===== config.mk =====
export PLATFORM = sky130hd
export DESIGN_NAME = lockstep_cmp
export DESIGN_NICKNAME = d
export VERILOG_FILES = /design/src/rtl/lockstep_cmp.sv
export SDC_FILE = /design/constraint.sdc
export NUM_CORES = 1
export LEC_CHECK = 0
export ABC_CLOCK_PERIOD_IN_PS = 1600
export BUFFER_PORTS_ARGS = -buffer_cell sky130_fd_sc_hd__buf_2
export CAP_MARGIN = 40
export CORE_MARGIN = 1.5
export CORE_UTILIZATION = 49
export CTS_CLUSTER_DIAMETER = 60
export CTS_CLUSTER_SIZE = 40
export DETAILED_ROUTE_END_ITERATION = 6
export PLACE_DENSITY = 0.79
export SLEW_MARGIN = 5
export SYNTH_ARGS = -nofsm -noshare
export SYNTH_HDL_FRONTEND = slang
export SYNTH_SLANG_ARGS = --single-unit

===== constraint.sdc =====
create_clock -name clk -period 1.6 [get_ports clk]
set_input_delay 0.24 -clock clk [delete_from_list [all_inputs] [get_ports clk]]
set_output_delay 0.24 -clock clk [all_outputs]
set_load 0.02 [all_outputs]

===== src/rtl/lockstep_cmp.sv =====
module lockstep_cmp #(
  parameter int IN_W  = 64,
  parameter int OUT_W = 64,
  parameter int IRQ_W = 32
) (
  input  logic             clk,
  input  logic             rst_n,
  input  logic [IN_W-1:0]  main_in,
  output logic [IN_W-1:0]  chk_in,
  input  logic [OUT_W-1:0] main_out,
  input  logic [OUT_W-1:0] chk_out,
  input  logic [IRQ_W-1:0] irq_main,
  input  logic [IRQ_W-1:0] irq_chk,
  input  logic             inject,
  input  logic             err_clr,
  output logic             err,
  output logic [1:0]       err_src,
  output logic             armed
);

  logic [IN_W-1:0]  in_d1, in_d2;
  logic [OUT_W-1:0] out_d1, out_d2, out_cmp;
  logic [IRQ_W-1:0] irq_d1, irq_d2;
  logic [1:0]       fill;
  logic [1:0]       hit;

  always_ff @(posedge clk or negedge rst_n) begin
    if (!rst_n) begin
      in_d1  <= '0;
      in_d2  <= '0;
      out_d1 <= '0;
      out_d2 <= '0;
      irq_d1 <= '0;
      irq_d2 <= '0;
      fill   <= '0;
    end else begin
      in_d1  <= main_in;
      in_d2  <= in_d1;
      out_d1 <= main_out;
      out_d2 <= out_d1;
      irq_d1 <= irq_main;
      irq_d2 <= irq_d1;
      if (!fill[1]) fill <= fill + 2'd1;
    end
  end

  assign chk_in  = in_d2;
  assign armed   = fill[1];
  assign out_cmp = out_d2 ^ {{(OUT_W-1){1'b0}}, inject};
  assign hit[0]  = armed && (out_cmp != chk_out);
  assign hit[1]  = armed && (irq_d2 != irq_chk);

  always_ff @(posedge clk or negedge rst_n) begin
    if (!rst_n) begin
      err     <= 1'b0;
      err_src <= 2'b00;
    end else if (err_clr || !err) begin
      err     <= |hit;
      err_src <= hit;
    end
  end

  assert_input_skew_R1: assert property (@(posedge clk) disable iff (!rst_n)
    armed |-> chk_in == $past(main_in, 2));

  assert_quiet_fill_R5: assert property (@(posedge clk) disable iff (!rst_n)
    !armed |=> !err);

  assert_armed_holds_R5: assert property (@(posedge clk) disable iff (!rst_n)
    armed |=> armed);

  assert_sticky_R6: assert property (@(posedge clk) disable iff (!rst_n)
    err && !err_clr |=> err && $stable(err_src));

  assert_core_detect_R3: assert property (@(posedge clk) disable iff (!rst_n)
    armed && !err && !inject && (chk_out != out_d2) |=> err && err_src[0]);

  assert_irq_detect_R4: assert property (@(posedge clk) disable iff (!rst_n)
    armed && !err && (irq_chk != irq_d2) |=> err && err_src[1]);

  assert_inject_R9: assert property (@(posedge clk) disable iff (!rst_n)
    armed && !err && inject && (chk_out == out_d2) |=> err && err_src[0]);

  assert_src_valid_R6: assert property (@(posedge clk) disable iff (!rst_n)
    err == (err_src != 2'b00));

endmodule


==> results_dict.tcl, run 1 <==
set metrics [dict create \
    power_density_nw_per_um2 1120 \
    post_cts_buffers 0 \
    p_seq_frac 0.574 \
    ys_seq_area_frac 0.880 \
    end_kind "register" \
    start_kind "register" \
    ff2ff_setup_slack_ns -0.12 \
    core_area_um2 18600 \
    drv_slew 0 \
    antenna_left 0 \
    drc 0 \
    setup_viol 2 \
    dp_hpwl_mm 12.9 \
    grt_max_degree 56 \
    fin_cells 1235 \
    clkTransAtPathRegs_ns 0.11 \
    ioPinCount 328 \
    synth_area_per_cell_um2 19.9 \
    root_buffer "clkbuf_16" \
    htreeDepth 1 \
    clock_latency_ns 0.51 \
    via_per_inst 4.53 \
    via_count 5589 \
    violations "setup timing" \
    timing.setup.tns_ns -0.240 \
    final_cell_area_um2 13700 \
    hold_depth 5 \
    synthesis.nets 725 \
    crit_type "reg2reg" \
    cts_buffers 16 \
    dp.cells 1044 \
    netlist_area_um2 9250 \
    wirelength_mm 22.3 \
    p_clk_frac 0.338 \
    synth_warnings 0 \
    grt_pass1_vias 6531 \
    drt_pass1_iterations 4 \
    p_switching_mw 3.72 \
    worst-endpoint-required_ns 1.98 \
    finalCriticalPeriod_ns 1.72 \
    clock.fmax_mhz 580 \
    setup_ws_ns -0.124 \
    dr.first_iter.drc_count 180 \
    synth-seq-cells 325 \
    cts.sinks 325 \
    internal_power_mw 11.5 \
    max_cap_violations 0 \
    grt_use_total 0.229 \
    placed_area_um2 11400 \
    routedWlPerCell_um 18.0 \
    die_y_um 140 \
    swShare 0.244 \
    grt_pass1_wl_mm 34.1 \
    fp-row-count 50 \
    worst_pin_slew_ns 0.460 \
    syn2layout_area_growth_pct 48.0 \
    worstRegToRegCells 6 \
    grt_overflow 0 \
    min_period_over_period 1.08 \
    initial_core_util 0.498 \
    dieArea_um2 19700 \
    reg2reg_to "err_src[0]" \
    antenna_found_initial 1 \
    io_buffers 327 \
    slew_headroom 0.693 \
    p_total_mw 15.3 \
    drive_above_1_share 0.385 \
    status "finished, violations left" \
    die-width_um 140 \
    syn_inst 465 \
    worst_hold_path.endpoint "err_src[1]" \
    ys_types 15 \
    reg2reg_from "out_d2[11]" \
    comb_power_share 0.088 \
    min_from "err_clr" \
    gp_congestion 0.799 \
    hold_viol_final 0 \
    cts_tree "yes" \
    finClkSkew_ns 0.0236 \
    p_leak_nw 6.58 \
    crit_arrival_ns 2.10 \
    worst-path-max-fanout 2 \
    vdd_drop_max_uv 949 \
    hold_path.class "in2reg" \
    nNetsFinal 1249 \
    cts_buffer_depth 3 \
    rsz0062_at_grt "true" \
]
-- how the worst max path moves through the flow --
stage                           start    endpoint  slack, ns  depth (start not counted)
final                      out_d2[11]  err_src[0]      -0.12                          6
after CTS                  out_d2[45]  err_src[0]      -0.14                          7
after detailed placement  chk_out[26]  err_src[0]      -0.23                          6
after floorplan            out_d2[26]  err_src[0]       0.16                          5
after global placement    chk_out[38]  err_src[0]      -0.19                          7
after global routing       out_d2[11]         err      -0.18                          6
-- what timing repair did --
item	4_1_cts	5_1_grt
resized for setup	5	8
setup endpoints to repair	3	3
endpoints found under the hold margin	202	0
hold buffers	161	0
pin swaps	3	5
-- sequential cells by signal, summed over array words and instances (netlist names) --
register	flops
chk_in	64
in_d1	64
out_d1	64
out_d2	64
irq_d1	32
irq_d2	32
err_src	2
fill	2
err	1
-- critical path: stages (launching register included) --
cell and delay (ns):
dfrtp_1 0.39, xor2_1 0.16, nor4_2 0.36, nand4_1 0.22, nor4_2 0.25, buf_4 0.16
a221oi_1 0.06
-- Yosys cell counts, drive strengths merged --
cell type | count | area [um^2]
nor2 | 3 | 11.3
or2 | 1 | 6.26
a221oi | 1 | 8.76
nor4 | 22 | 144
xor2 | 81 | 709
inv | 1 | 3.75
a31oi | 1 | 6.26
o21ai | 2 | 10.0
nand2 | 1 | 3.75
nand4 | 8 | 50.1
nand3 | 1 | 5.00
nor2b | 1 | 6.26
xnor2 | 17 | 149
dfrtp | 325 | 8130
-- cells by family after synthesis --
family	count (synthesis)	synth area share
DFF	325	0.880
xor gates and xnor gates	98	0.0928
buffers and inverters	1	0.000406
and+or+nand+nor	37	0.0245
AOI/OAI and AO/OA	4	0.00271
-- through the flow --
step / util / setup WS [ns] / hold slack [ns]
CTS: 0.734 / -0.145 / 0.158
detailed placement: 0.613 / -0.228 / 0.202
global route: 0.736 / -0.176 / 0.173
global placement: 0.613 / -0.185 / 0.198
floorplan: - / 0.164 / -0.0556
finish: 0.736 / -0.124 / 0.159
-- per-layer routing --
| metal | GRT usage | part of all wire |
|---|---|---|
| met2 | 0.447 | 0.56 |
| met3 | 0.0516 | 0.063 |
| met4 | 0.0609 | 0.025 |
| met1 | 0.249 | 0.35 |
| met5 | 0 | 0 |
-- power groups by stage --
stage | combinational, mW | sequential, mW | clock (mW)
after global placement | 0.945 | 8.89 | 0
after global routing | 1.45 | 8.81 | 5.57
final | 1.34 | 8.77 | 5.16
after CTS | 1.30 | 8.76 | 5.26
after detailed placement | 0.971 | 8.91 | 0
after floorplan | 0.185 | 8.99 | 0
-- layout by cell type (no fill, tap or decap), types with 3 or more instances in the layout --
cell / instances
buf_12: 5
buf_2: 326
buf_4: 13
clkbuf_16: 17
dfrtp_1: 325
dlygate4sd3_1: 161
inv_12: 5
nand4_1: 8
nor2_1: 3
nor4_1: 11
nor4_2: 10
xnor2_1: 17
xor2_1: 81
-- area by class of cell --
type                       instances  area (um^2)
clock buffer                      17          425
multi-input combinational        139         1180
clock inverter                    11          185
inverter                           1         3.75
tap                              234          293
sequential                       325         8130
antenna                            2         5.00
fill                            1068         4900
timing repair buffer             506         3460
(Power assumes the default switching activity.)
==> run 2, diff against run 1 <==
- SETUP_SLACK_MARGIN: not set -> 0.4
==> results_dict.tcl, run 2 (synthesis gave the netlist of run 1 again) <==
set metrics [dict create \
    clock.fmax_mhz 598 \
    worstRegToRegCells 5 \
    hold_depth 4 \
    clkTransAtPathRegs_ns 0.10 \
    finClkSkew_ns 0.0420 \
    p_switching_mw 3.78 \
    initial_core_util 0.498 \
    rsz0062_at_grt "true" \
    cts_buffers 18 \
    grt_max_degree 54 \
    dr.first_iter.drc_count 135 \
    setup_viol 2 \
    fin_cells 1234 \
    mostFrequentLayoutCell "dfrtp_1" \
    cts.sinks 325 \
    io_buffers 327 \
    dieArea_um2 19700 \
    nNetsFinal 1245 \
    placed_area_um2 11300 \
    reg2reg_to "err" \
    htreeDepth 1 \
    multi_input_area_um2 1170 \
    final_cell_mix "325 x dfrtp_1, 258 x buf_2, 161 x dlygate4sd3_1, 81 x xor2_1, 68 x buf_6" \
    internal_power_mw 11.8 \
    end_kind "register" \
    grt_overflow 0 \
    drv_slew 0 \
    drt_pass1_iterations 6 \
    antenna_found_initial 3 \
    top_usage_layer "met2" \
    clock_latency_ns 0.53 \
    ioPinCount 328 \
    power_density_nw_per_um2 1110 \
    root_buffer "clkbuf_16" \
    use_met2 0.453 \
    drc 0 \
    grt_pass1_wl_mm 35.5 \
    use_met1 0.259 \
    via_per_inst 4.52 \
    slew_headroom 0.730 \
    seqCellArea_um2 8130 \
    drive_above_1_share 0.381 \
    hold_viol_final 0 \
    vdd_drop_max_uv 1240 \
    final_cell_area_um2 14100 \
    min_period_over_period 1.05 \
    swShare 0.242 \
    p_total_mw 15.6 \
    worst_pin_slew_ns 0.404 \
    met3_usage 0.0667 \
    p_clk_frac 0.345 \
    via_count 5579 \
    syn2layout_area_growth_pct 52.5 \
    fp-row-count 50 \
    grt_pass1_vias 6655 \
    worst-endpoint-required_ns 1.96 \
    status "finished, violations left" \
    reg2reg_from "out_d2[42]" \
    crit_type "reg2reg" \
    dp.cells 1036 \
    crit_start "out_d2[42]" \
    worst-path-max-fanout 2 \
    hold_path.class "in2reg" \
    worst_hold_path.endpoint "err_src[1]" \
    die-width_um 140 \
    min_from "err_clr" \
    cts_buffer_depth 3 \
    crit_arrival_ns 2.03 \
    violations "setup timing" \
    comb_power_share 0.091 \
    start_kind "register" \
    max_cap_violations 0 \
    hold_slack_ns 0.0696 \
    cts_tree "yes" \
    antenna_left 0 \
    ff2ff_setup_slack_ns -0.07 \
    die_y_um 140 \
    finalCriticalPeriod_ns 1.67 \
    p_leak_nw 6.72 \
    routedWlPerCell_um 18.6 \
    nFillCells 985 \
    dp_hpwl_mm 13.3 \
    grt_use_total 0.241 \
    timing.setup.tns_ns -0.135 \
    p_seq_frac 0.564 \
    wirelength_mm 23.0 \
    gp_congestion 0.787 \
    setup_ws_ns -0.0736 \
    core_area_um2 18600 \
]
run 2: cell types whose count changed in the layout (fill, tap and decap cells not counted), sizes merged:
cell,delta
clkbuf,+2
inv,-2
buf,-6
diode,+1
clkinv,+4
run 2: cell type report:
type,instances,share of cell area
Antenna cell,3,0.000532
Clock buffer,19,0.0337
Clock inverter,13,0.0139
Inverter,1,0.000266
Multi-Input combinational cell,139,0.0830
Sequential cell,325,0.577
Tap cell,234,0.0208
Timing Repair Buffer,500,0.271
run 2: power groups by stage:
stage,sequential [mW],clock [mW],combinational (mW)
global route,8.83,5.81,1.54
CTS,8.78,5.46,1.39
floorplan,8.99,0,0.187
finish,8.80,5.39,1.42
global placement,8.89,0,0.931
detailed placement,8.92,0,0.959
run 2: repair_timing:
action,in CTS,in global routing
buffers inserted,2,0
gates resized for setup,140,4
pin swaps,5,2
setup endpoints to repair,71,71
hold buffers,161,0
hold endpoints to repair,237,0
run 2: how the worst max path moves through the flow:
| stage | endpoint | depth (start not counted) |
|---|---|---|
| after floorplan | err_src[0] | 5 |
| after global placement | err_src[0] | 6 |
| after detailed placement | err_src[0] | 5 |
| after CTS | err | 5 |
| after global routing | err | 5 |
| final | err | 5 |
run 2: routing by layer:
metal,wire [um],share of wire,up-vias
met1,7820,0.34,2772
met2,12700,0.56,223
met5,0,0,-
li1,-,-,2528
met3,1640,0.071,56
met4,757,0.033,0
run 2: per-stage QoR:
step | worst slack [ns] | util
final | -0.0736 | 0.759
after detailed placement | -0.180 | 0.609
after CTS | -0.128 | 0.757
after global routing | -0.189 | 0.759
after global placement | -0.213 | 0.609
after floorplan | 0.192 | -
run 2: worst max-delay path, cell delays in order, from the launching register on:
cell,delay (ns)
dfrtp_1,0.38
xor2_1,0.14
nor4_1,0.30
nand4_1,0.22
nor4_4,0.37
a31oi_1,0.12
